===== config.mk =====
export PLATFORM = sky130hd
export DESIGN_NAME = mod_id_reader
export DESIGN_NICKNAME = d
export VERILOG_FILES = /design/src/rtl/mod_id_pkg.sv /design/src/rtl/mod_id_sync.sv /design/src/rtl/mod_id_decode.sv /design/src/rtl/mod_id_seq.sv /design/src/rtl/mod_id_reader.sv
export SDC_FILE = /design/constraint.sdc
export NUM_CORES = 1
export LEC_CHECK = 0
export ABC_AREA = 1
export BUFFER_PORTS_ARGS = -buffer_cell sky130_fd_sc_hd__buf_2
export CAP_MARGIN = 20
export CELL_PAD_IN_SITES_DETAIL_PLACEMENT = 1
export CELL_PAD_IN_SITES_GLOBAL_PLACEMENT = 1
export CORE_UTILIZATION = 43
export CTS_CLUSTER_SIZE = 25
export DETAILED_ROUTE_END_ITERATION = 16
export PLACE_DENSITY_LB_ADDON = 0.12
export SYNTH_ARGS = -nofsm -noshare
export SYNTH_HDL_FRONTEND = slang
export SYNTH_SLANG_ARGS = --single-unit

===== constraint.sdc =====
create_clock -name clk -period 1.67 [get_ports clk]
set_input_delay 0.2505 -clock clk [delete_from_list [all_inputs] [get_ports clk]]
set_output_delay 0.2505 -clock clk [all_outputs]
set_load 0.02 [all_outputs]

===== src/rtl/mod_id_pkg.sv =====
package mod_id_pkg;
   typedef enum logic [1:0] {
      MOD_NONE    = 2'd0,
      MOD_FAST    = 2'd1,
      MOD_SLOW    = 2'd2,
      MOD_UNKNOWN = 2'd3
   } mod_kind_e;

   function automatic int cyc_ceil(input int span_ps, input int clk_ps, input int floor_cyc);
      int c;
      c = (span_ps + clk_ps - 1) / clk_ps;
      return (c < floor_cyc) ? floor_cyc : c;
   endfunction
endpackage


===== src/rtl/mod_id_sync.sv =====
module mod_id_sync #(
   parameter int W      = 10,
   parameter int STAGES = 2
) (
   input  logic         clk,
   input  logic         rst_n,
   input  logic [W-1:0] d,
   output logic [W-1:0] q
);
   if (STAGES < 2) begin : g_bad
      $error("mod_id_sync: STAGES must be at least 2");
   end

   logic [STAGES-1:0][W-1:0] chain;

   always_ff @(posedge clk or negedge rst_n) begin
      if (!rst_n) chain[0] <= '1;
      else        chain[0] <= d;
   end

   for (genvar s = 1; s < STAGES; s++) begin : g_stage
      always_ff @(posedge clk or negedge rst_n) begin
         if (!rst_n) chain[s] <= '1;
         else        chain[s] <= chain[s-1];
      end
   end

   assign q = chain[STAGES-1];
endmodule


===== src/rtl/mod_id_decode.sv =====
module mod_id_decode
   import mod_id_pkg::*;
#(
   parameter int             PD_W     = 8,
   parameter int             ID_W     = 2,
   parameter logic [PD_W-1:0] PAT_FAST = 8'hE4,
   parameter logic [PD_W-1:0] PAT_SLOW = 8'hC4
) (
   input  logic [PD_W-1:0] pd,
   input  logic [ID_W-1:0] id,
   output mod_kind_e       kind,
   output logic            present
);
   if (PAT_FAST == PAT_SLOW) begin : g_bad
      $error("mod_id_decode: grade patterns must differ");
   end

   always_comb begin
      if (&pd)                                kind = MOD_NONE;
      else if (id == '0 && pd == PAT_FAST)    kind = MOD_FAST;
      else if (id == '0 && pd == PAT_SLOW)    kind = MOD_SLOW;
      else                                    kind = MOD_UNKNOWN;
      present = ~(&pd);
   end
endmodule


===== src/rtl/mod_id_seq.sv =====
module mod_id_seq #(
   parameter int WAIT_CYC = 4,
   parameter int REL_CYC  = 1
) (
   input  logic clk,
   input  logic rst_n,
   input  logic req,
   output logic pd_en_n,
   output logic cap_en,
   output logic upd_en,
   output logic done
);
   localparam int CMAX  = (WAIT_CYC > REL_CYC) ? WAIT_CYC : REL_CYC;
   localparam int CNT_W = $clog2(CMAX + 1);

   typedef enum logic [1:0] {S_IDLE, S_LOW, S_REL} st_e;
   st_e             st;
   logic [CNT_W-1:0] cnt;

   assign cap_en = (st == S_LOW) && (cnt == CNT_W'(WAIT_CYC - 1));
   assign upd_en = (st == S_REL) && (cnt == CNT_W'(REL_CYC - 1));

   always_ff @(posedge clk or negedge rst_n) begin
      if (!rst_n) begin
         st      <= S_IDLE;
         cnt     <= '0;
         pd_en_n <= 1'b1;
         done    <= 1'b0;
      end else begin
         done <= 1'b0;
         unique case (st)
            S_IDLE: if (req) begin
               st      <= S_LOW;
               cnt     <= '0;
               pd_en_n <= 1'b0;
            end
            S_LOW: if (cap_en) begin
               st      <= S_REL;
               cnt     <= '0;
               pd_en_n <= 1'b1;
            end else begin
               cnt <= cnt + 1'b1;
            end
            S_REL: if (upd_en) begin
               st   <= S_IDLE;
               cnt  <= '0;
               done <= 1'b1;
            end else begin
               cnt <= cnt + 1'b1;
            end
            default: st <= S_IDLE;
         endcase
      end
   end

   // done lasts one cycle
   p_done_single_r3: assert property (@(posedge clk) disable iff (!rst_n)
      done |=> !done);
   // the enable is never a single-cycle glitch
   p_enable_min_r2: assert property (@(posedge clk) disable iff (!rst_n)
      $fell(pd_en_n) |=> !pd_en_n);
   // done only follows a released enable
   p_done_released_r3: assert property (@(posedge clk) disable iff (!rst_n)
      done |-> (pd_en_n && $past(pd_en_n)));
endmodule


===== src/rtl/mod_id_reader.sv =====
module mod_id_reader
   import mod_id_pkg::*;
#(
   parameter int              PD_W        = 8,
   parameter int              ID_W        = 2,
   parameter int              SYNC_STAGES = 2,
   parameter int              CLK_PS      = 20000,
   parameter int              SETTLE_PS   = 10000,
   parameter int              RELEASE_PS  = 10000,
   parameter logic [PD_W-1:0] PAT_FAST    = 8'hE4,
   parameter logic [PD_W-1:0] PAT_SLOW    = 8'hC4
) (
   input  logic               clk,
   input  logic               rst_n,
   input  logic               req,
   input  logic [PD_W-1:0]    pd_pins,
   input  logic [ID_W-1:0]    id_pins,
   output logic               pd_en_n,
   output logic               done,
   output logic               mod_present,
   output logic [1:0]         mod_kind,
   output logic [ID_W+PD_W-1:0] raw_code
);
   localparam int SETTLE_CYC = cyc_ceil(SETTLE_PS, CLK_PS, 2);
   localparam int REL_CYC    = cyc_ceil(RELEASE_PS, CLK_PS, 1);
   localparam int WAIT_CYC   = SETTLE_CYC + SYNC_STAGES;
   localparam int RAW_W      = ID_W + PD_W;

   if (CLK_PS <= 0 || PD_W < 1 || ID_W < 1) begin : g_bad
      $error("mod_id_reader: bad parameter");
   end

   logic [RAW_W-1:0] sync_q, cap_q;
   logic             cap_en, upd_en;
   mod_kind_e        dec_kind;
   logic             dec_present;

   mod_id_sync #(.W(RAW_W), .STAGES(SYNC_STAGES)) u_sync (
      .clk(clk), .rst_n(rst_n), .d({id_pins, pd_pins}), .q(sync_q));

   mod_id_seq #(.WAIT_CYC(WAIT_CYC), .REL_CYC(REL_CYC)) u_seq (
      .clk(clk), .rst_n(rst_n), .req(req), .pd_en_n(pd_en_n),
      .cap_en(cap_en), .upd_en(upd_en), .done(done));

   mod_id_decode #(.PD_W(PD_W), .ID_W(ID_W), .PAT_FAST(PAT_FAST), .PAT_SLOW(PAT_SLOW)) u_dec (
      .pd(cap_q[PD_W-1:0]), .id(cap_q[RAW_W-1:PD_W]),
      .kind(dec_kind), .present(dec_present));

   always_ff @(posedge clk or negedge rst_n) begin
      if (!rst_n) begin
         cap_q       <= '0;
         mod_kind    <= MOD_NONE;
         mod_present <= 1'b0;
         raw_code    <= '0;
      end else begin
         if (cap_en) cap_q <= sync_q;
         if (upd_en) begin
            mod_kind    <= dec_kind;
            mod_present <= dec_present;
            raw_code    <= cap_q;
         end
      end
   end

   // result holds outside the done cycle
   p_result_hold_r10: assert property (@(posedge clk) disable iff (!rst_n)
      !done |-> ($stable(mod_kind) && $stable(raw_code) && $stable(mod_present)));
   // presence flag agrees with the class
   p_present_kind_r6: assert property (@(posedge clk) disable iff (!rst_n)
      mod_present == (mod_kind != MOD_NONE));
endmodule


* Yosys cells after proc, flatten, opt, wreduce, memory -nomap -nowiden *
Cells that the tools add are included.
W data, S select, Z words.

operators by class
  mux-type cells = 16
  reduce and logical (&&, ||, !) cells = 13
  bitwise operators = 1
  add/subtract/negate cells = 1
  equality and inequality tests = 8

operators by type and width
  operator               number
  $eq A8 B8 Y1 const B   2
  $mux W2                5
  $mux W3                3
  $pmux W3 S3            1
  $reduce_and A8 Y1      1
  $pmux W2 S3            1
  $reduce_and A3 Y1      2
  $mux W1                5
  $logic_and A1 B1 Y1    4
  $logic_not A2 Y1       2
  $ne A2 B2 Y1 const B   2
  $add A3 B1 Y3 const B  1
  $eq A3 B2 Y1 const B   1
  $logic_not A3 Y1       1
  $reduce_bool A3 Y1     1
  $eq A2 B1 Y1 const B   1
  $eq A2 B2 Y1 const B   1
  $ne A2 B1 Y1 const B   1
  $pmux W1 S2            1
  $reduce_and A2 Y1      1
  $reduce_bool A2 Y1     1
  $not A1 Y1             1

storage, ports and cells
  input bits = 13
  register bits after elaboration = 50
  output and inout bits = 15
  word-level logic and storage cells = 49

* Depth between registers and ports, before layout *
Gate-level depths: netlist of run 1.

  depth after elaboration = 5
  gate-level depth with buffers = 8
  gate-level depth less buffers = 8

* By module *
Synthesis of run 1 repeated with hierarchy kept, for this count alone.

second synthesis, totals
  cells, all modules = 210
  area, all modules = 2031.9 µm²

by module, submodules not included
  module         sequential area each (µm²)  cells an instance  area each (µm²)  instances
  mod_id_reader  575.6                       97                 865.8            1
  mod_id_sync    525.5                       30                 600.6            1
  mod_id_seq     176.4                       56                 452.9            1
  mod_id_decode  0.0                         27                 112.6            1

* Worst setup path before layout of run 1 *
OpenSTA, ideal clock, no wires.

  path type = reg-to-reg
  start point = register u_seq.cnt[0]
  end point = register cap_q[9]
  path buffers = 1
  required time = 1587 ps
  path slack = 419 ps
  setup time = 83 ps
  stages on the path, launching flop included = 7
  arrival = 1169 ps
  period minus slack after synthesis = 1251 ps
  cell sequence = dfrtp_1 ha_1 ha_1 nand2_2 inv_4 buf_6 o21ai_0

on the way
  cells in the longest elaborated chain, start to end = 2

RTL lines
  what                    RTL line             RTL
  start, declared         mod_id_seq.sv:18     logic [CNT_W-1:0] cnt;
  start signal, assigned  mod_id_seq.sv:42     cnt <= cnt + 1'b1;
  start signal, assigned  mod_id_seq.sv:49     cnt <= cnt + 1'b1;
  $eq A3 B2 Y1            mod_id_seq.sv:20     assign cap_en = (st == S_LOW) && (cnt == CNT_W'(WAIT_CYC - 1));
  $logic_and A1 B1 Y1     mod_id_seq.sv:20
  end signal, assigned    mod_id_reader.sv:56  if (cap_en) cap_q <= sync_q;
  end, declared           mod_id_reader.sv:33  logic [RAW_W-1:0] sync_q, cap_q;

Every way passes these cells.
A chain may end at the register's enable or synchronous reset.

* Worst setup path after layout of run 1 *
  start point = register u_seq.st[0]
  end point = register raw_code[5]

on the way
  cells in the longest elaborated chain, start to end = 2

RTL lines
  what                    RTL line             RTL
  start, declared         mod_id_seq.sv:17     st_e st;
  start signal, assigned  mod_id_seq.sv:25     st <= S_IDLE;
  start signal, assigned  mod_id_seq.sv:33     st <= S_LOW;
  start signal, assigned  mod_id_seq.sv:38     st <= S_REL;
  $eq A2 B2 Y1            mod_id_seq.sv:21     assign upd_en = (st == S_REL) && (cnt == CNT_W'(REL_CYC - 1));
  $logic_and A1 B1 Y1     mod_id_seq.sv:21
  end signal, assigned    mod_id_reader.sv:60  raw_code <= cap_q;
  end, declared           mod_id_reader.sv:22  output logic [ID_W+PD_W-1:0] raw_code

Every way passes these cells.

==> results of run 1 <==
-- flip-flops by register name, indices dropped and copies added (netlist names) --
signal / count
cap_q: 10
mod_kind: 2
mod_present: 1
raw_code: 10
u_seq.cnt: 3
u_seq.done: 1
u_seq.pd_en_n: 1
u_seq.st: 2
u_sync.chain: 10
u_sync.q: 10
-- cells in the mapped netlist, drive strengths merged --
library cell,number,area [sq um]
nand3,3,20.0
nor2,8,47.6
buf,3,26.3
nand4,1,6.26
inv,19,73.8
dfstp,21,552
nor3,1,5.00
nand2,59,226
ha,8,100
o21ai,21,105
a21oi,1,5.00
dfrtp,29,726
-- worst max-delay path by stage --
stage | startpoint | end | cells after the start
finish | u_seq.st[0]$_DFFE_PN0P_ | raw_code[5]$_DFFE_PN0P_ | 6
global route | u_seq.st[0]$_DFFE_PN0P_ | raw_code[0]$_DFFE_PN0P_ | 6
CTS | u_seq.st[0]$_DFFE_PN0P_ | mod_kind[0]$_DFFE_PN0P_ | 6
detailed placement | u_seq.st[0]$_DFFE_PN0P_ | mod_kind[0]$_DFFE_PN0P_ | 6
global placement | u_seq.st[0]$_DFFE_PN0P_ | raw_code[5]$_DFFE_PN0P_ | 6
floorplan | u_seq.cnt[0]$_DFFE_PN0P_ | cap_q[9]$_DFFE_PN0P_ | 6
-- report_power, final --
part           internal (mW)  switching [mW]
registers               1.42           0.114
clock network          0.343           0.392
logic                  0.291           0.578
total                   2.06            1.08
-- critical path, stage by stage (launching register included) --
cell and delay, ns:
dfrtp_1 0.41, inv_1 0.13, ha_1 0.20, nand3_2 0.21, buf_4 0.25, nand2_1 0.06, o21ai_1 0.06
-- per-layer routing --
metal | vias to the layer above | GRT usage (%) | wire length, um | part of all wire, %
met3 | 4 | 5.67 | 120 | 3.5
met4 | 0 | 7.81 | 49 | 1.4
met5 | - | 0 | 0 | 0
met2 | 27 | 27.5 | 1530 | 45
met1 | 585 | 24.0 | 1700 | 50
li1 | 603 | - | - | -
-- stage by stage --
stage / power (mW) / util [%] / hold WS [ns] / setup WS, ns / instance area (sq um)
global placement: 2.38 / 50.8 / 0.248 / 0.307 / 2090
detailed placement: 2.44 / 50.8 / 0.255 / 0.213 / 2090
global route: 3.39 / 53.5 / 0.0143 / 0.0855 / 2200
CTS: 3.19 / 53.4 / 0.0278 / 0.194 / 2200
floorplan: 2.15 / - / -0.0451 / 0.419 / 1890
finish: 3.14 / 53.5 / 0.0398 / 0.244 / 2200
-- cell type report --
cell class	count	area [sq um]	share of cell area, %
Clock inverter	1	8.76	0.398
Tap cell	50	62.6	2.84
Multi-Input combinational cell	102	519	23.6
Sequential cell	50	1280	58.0
Clock buffer	7	86.3	3.92
Inverter	19	73.8	3.35
Timing Repair Buffer	30	173	7.85
-- timing repair --
item	4_1_cts	5_1_grt
hold buffers	1	0
hold endpoints to repair	29	0
endpoints found under the setup margin	0	1
gates resized for setup	0	1
-- logic make-up (layout without fill, tap and decap cells) --
logic type | after synthesis | in the layout
buffers and inverters | 22 | 57
DFF | 50 | 50
and+or+nand+nor | 72 | 72
AOI/OAI and AO/OA | 22 | 22
adders and majority gates | 8 | 8
==> flow_summary.json, run 1 <==
{
  "status": "finished clean",
  "first_iter_violations": 74,
  "arrival_ns": 1.62,
  "drt.antenna.violating_nets": 0,
  "wl_per_cell_um": 13.1,
  "r2r_end": "raw_code[5]$_DFFE_PN0P_",
  "r2r_slack_ns": 0.24,
  "synth_area_sq_um": 1890,
  "routabilityCongestion": 0.804,
  "drt-total-wl_mm": 3.39,
  "final_cell_mix": "57 x nand2_1, 29 x dfrtp_1, 27 x buf_2, 21 x dfstp_2, 17 x inv_1",
  "yosysWarnings": 0,
  "insertion_delay_ns": 0.30,
  "viasPerCell": 4.71,
  "fin_nets": 229,
  "htreeDepth": 2,
  "die_w_um": 68.4,
  "yosysSeqAreaShare_pct": 67.5,
  "holdCritPathClass": "input port to register",
  "grt_pass1_wl_mm": 5.98,
  "period_minus_slack_ns": 1.43,
  "place_inst": 250,
  "cts.sinks": 50,
  "grtUsageTotal_pct": 18.2,
  "pin_count": 28,
  "cts_max_path_buffers": 2,
  "initial_utilization_pct": 46.0,
  "rows": 23,
  "tns_ns": 0,
  "cts_made_buffers": 5,
  "dp_hpwl_mm": 2.45,
  "maxSlewViolCount": 0,
  "required_ns": 1.87,
  "cts.clk_slew.worst_paths_ns": 0.09,
  "synth_mux_area_share_pct": 0,
  "n_fill_cell": 473,
  "rsz0062_at_grt": "no",
  "synth_area_per_cell_sq_um": 10.9,
  "hold_path_end": "u_sync.chain[2]$_DFF_PN1_",
  "crit_fanout": 12,
  "syn_inst": 174,
  "drtPass1Iterations": 4,
  "core-area_sq_um": 4120,
  "syn-num-nets": 195,
  "grt_pass1_vias": 1287,
  "layout_commonest_cell": "nand2_1",
  "via_count": 1219,
  "synth-simple-area-share_pct": 16.1,
  "path_class": "register to register",
  "setup_viol": 0,
  "hold_viol_final": 0,
  "end_kind": "register",
  "vdd_drop_max_v": 0.000627,
  "die-area_sq_um": 4670,
  "root_buffer": "clkbuf_8",
  "skew_ns": 0.00826,
  "reg2reg_from": "u_seq.st[0]$_DFFE_PN0P_",
  "worst_pin_slew_ns": 0.256,
  "die_h_um": 68.4,
  "grt_max_degree": 51,
  "fmax_ghz": 0.701,
  "worst_setup_path_start_kind": "register",
  "drv_cap": 0,
  "period_share_pct": 85.4,
  "drcViolationCount": 0,
  "synth_top_family_by_area": "simple AND/OR/NAND/NOR gates",
  "slew_headroom_pct": 83.0,
  "r2r_cells": 6,
  "worstHoldStart": "pd_pins[2]",
  "cts_tree": "done",
  "p_leak_nw": 1.10,
  "synthDistinctLibCells": 20,
  "synth_xor_area_share_pct": 0,
  "synth_compound_gate_area_share_pct": 5.82,
  "drive_gt1_share_pct": 31.6,
  "synthAdderAreaFrac_pct": 5.29,
  "antenna_found_initial": 0,
  "io_buffers": 27,
  "antenna_cells": 0,
  "post-cts-setup-buffer-count": 0,
  "powerDensity_nw_per_um2": 1430,
  "whs_path_depth": 1,
  "areaGrowthSynthToFinish_pct": 16.3,
  "gr-total-overflow": 0,
  "final_cells": 259,
  "synth-seq-cells": 50
}
Note: power is estimated with default switching activity, not from simulation.
==> inputs of run 2 (changes only) <==
--- a/config.mk
+++ b/config.mk
@@ -10,6 +10,7 @@
 export CAP_MARGIN = 20
 export CELL_PAD_IN_SITES_DETAIL_PLACEMENT = 1
 export CELL_PAD_IN_SITES_GLOBAL_PLACEMENT = 1
+export CORE_MARGIN = 2
 export CORE_UTILIZATION = 43
 export CTS_CLUSTER_SIZE = 25
 export DETAILED_ROUTE_END_ITERATION = 16
==> flow_summary.json, run 2 (synthesis gave the netlist of run 1 again) <==
{
  "crit_fanout": 9,
  "cts_resized": 0,
  "slowest_stage": "dfrtp_1",
  "cts_hold_buffers": 0,
  "antenna_found_initial": 0,
  "slew_headroom_pct": 60.0,
  "die_w_um": 70.4,
  "fin_area_sq_um": 2170,
  "rows": 24,
  "final_cell_mix": "57 x nand2_1, 29 x dfrtp_1, 27 x buf_2, 21 x dfstp_2, 17 x inv_1",
  "rsz0062_at_grt": "no",
  "antenna_cells": 0,
  "grtUsageTotal_pct": 15.4,
  "end_kind": "register",
  "hold_viol_final": 0,
  "path_buf_inv": 1,
  "grt_max_degree": 51,
  "cpMostUsedCell": "nand2_1",
  "pin_count": 28,
  "cts_made_buffers": 5,
  "wl_per_cell_um": 12.8,
  "vdd_drop_max_v": 0.000691,
  "cts.sinks": 50,
  "routabilityCongestion": 0.746,
  "drt.antenna.violating_nets": 0,
  "drt-total-wl_mm": 3.33,
  "skew_ns": 0.00945,
  "fmax_ghz": 0.708,
  "grt_pass1_vias": 1268,
  "cts_max_path_buffers": 2,
  "post-cts-setup-buffer-count": 0,
  "powerDensity_nw_per_um2": 1410,
  "fin_nets": 228,
  "drtPass1Iterations": 4,
  "cts_tree": "done",
  "path_cells": "inv_1 > ha_1 > nand3_2 > a21oi_1 > nand2_1 > nand2_1",
  "holdCritPathClass": "input port to asynchronous set/reset pin",
  "arrival_ns": 1.65,
  "switching_share_pct": 34.6,
  "io_buffers": 27,
  "worst_pin_slew_ns": 0.600,
  "insertion_delay_ns": 0.29,
  "drcViolationCount": 0,
  "initial_utilization_pct": 44.1,
  "clockPowerShare_pct": 21.4,
  "power.switching_mw": 1.06,
  "status": "finished clean",
  "maxSlewViolCount": 0,
  "root_buffer": "clkbuf_8",
  "die_h_um": 70.4,
  "setup_viol": 0,
  "detailed_place.area_sq_um": 2080,
  "p_int_mw": 2.00,
  "period_share_pct": 84.6,
  "grt_pass1_wl_mm": 5.84,
  "viasPerCell": 4.67,
  "gr-total-overflow": 0,
  "drive_gt1_share_pct": 30.8,
  "first_iter_violations": 39,
  "pwr-share-seq_pct": 50.2,
  "drv_cap": 0,
  "core-area_sq_um": 4290,
  "areaGrowthSynthToFinish_pct": 14.5,
  "power_frac_comb_pct": 28.4,
  "htreeDepth": 2,
  "via_count": 1213,
  "tns_ns": 0,
  "die-area_sq_um": 4950,
  "cts.clk_slew.worst_paths_ns": 0.09,
  "period_minus_slack_ns": 1.41,
  "required_ns": 1.91,
  "worst_setup_path_start_kind": "register",
  "max_stage_delay_ns": 0.41,
  "critPathTopFamily": "flip-flops",
  "layout_commonest_cell": "nand2_1",
  "p_leak_nw": 1.08,
  "path_class": "register to register",
  "dp_hpwl_mm": 2.48
}
-- run 2: changes by cell type in the layout (fill, tap and decap cells not counted), sizes merged --
| cell | before | now |
|---|---|---|
| clkinv | 0 | 3 |
| inv | 20 | 19 |
| clkbuf | 7 | 5 |
| dlygate4sd3 | 1 | 0 |
-- run 2: worst paths after layout --
| check | slack [ns] | cells past startpoint | endpoint | startpoint |
|---|---|---|---|---|
| worst max-delay path | 0.26 | 6 | mod_kind[1]$_DFFE_PN0P_ | u_seq.st[0]$_DFFE_PN0P_ |
| worst min register to register | 0.36 | 0 | u_sync.q[1]$_DFF_PN1_ | u_sync.chain[1]$_DFF_PN1_ |
| worst max register to register | 0.26 | 6 | mod_kind[1]$_DFFE_PN0P_ | u_seq.st[0]$_DFFE_PN0P_ |
| worst min-delay path | 0.05 | 2 | mod_kind[0]$_DFFE_PN0P_ | rst_n |
| min in group clk | 0.05 | 1 | u_sync.chain[9]$_DFF_PN1_ | id_pins[1] |
| max in group asynchronous | 1.22 | 2 | u_seq.st[0]$_DFFE_PN0P_ | rst_n |
-- run 2: power by group through the flow --
stage / sequential, mW / clock, mW / combinational [mW]
2_1_floorplan: 1.66 / 0 / 0.495
3_3_place_gp: 1.55 / 0 / 0.823
3_5_place_dp: 1.56 / 0 / 0.875
4_1_cts: 1.54 / 0.684 / 0.889
5_1_grt: 1.57 / 0.729 / 0.983
6_report: 1.53 / 0.654 / 0.867
-- run 2: metrics by stage --
step / power, mW / cells / utilization [%] / worst slack [ns] / hold slack (ns)
2_1_floorplan: 2.15 / 174 / - / 0.419 / -0.0451
3_3_place_gp: 2.37 / 252 / 48.5 / 0.337 / 0.346
3_5_place_dp: 2.43 / 252 / 48.5 / 0.265 / 0.347
4_1_cts: 3.11 / 260 / 50.5 / 0.235 / 0.0413
5_1_grt: 3.28 / 260 / 50.5 / 0.102 / 0.0277
6_report: 3.05 / 260 / 50.5 / 0.257 / 0.0490
-- run 2: layout make-up --
class                           instances  area [sq um]
Timing Repair Buffer                   29           150
Clock inverter                          3          16.3
Tap cell                               52          65.1
Fill cell                             496          2130
Sequential cell                        50          1280
Inverter                               19          73.8
Clock buffer                            5          68.8
Multi-Input combinational cell        102           515
-- run 2: per-layer routing --
metal  track usage (%)  routed length [um]  up-vias
met3              4.47                 160        2
met5                 0                   0        -
met2              24.2                1620       30
met4              4.49                  24        0
met1              20.7                1530      579
li1                  -                   -      602
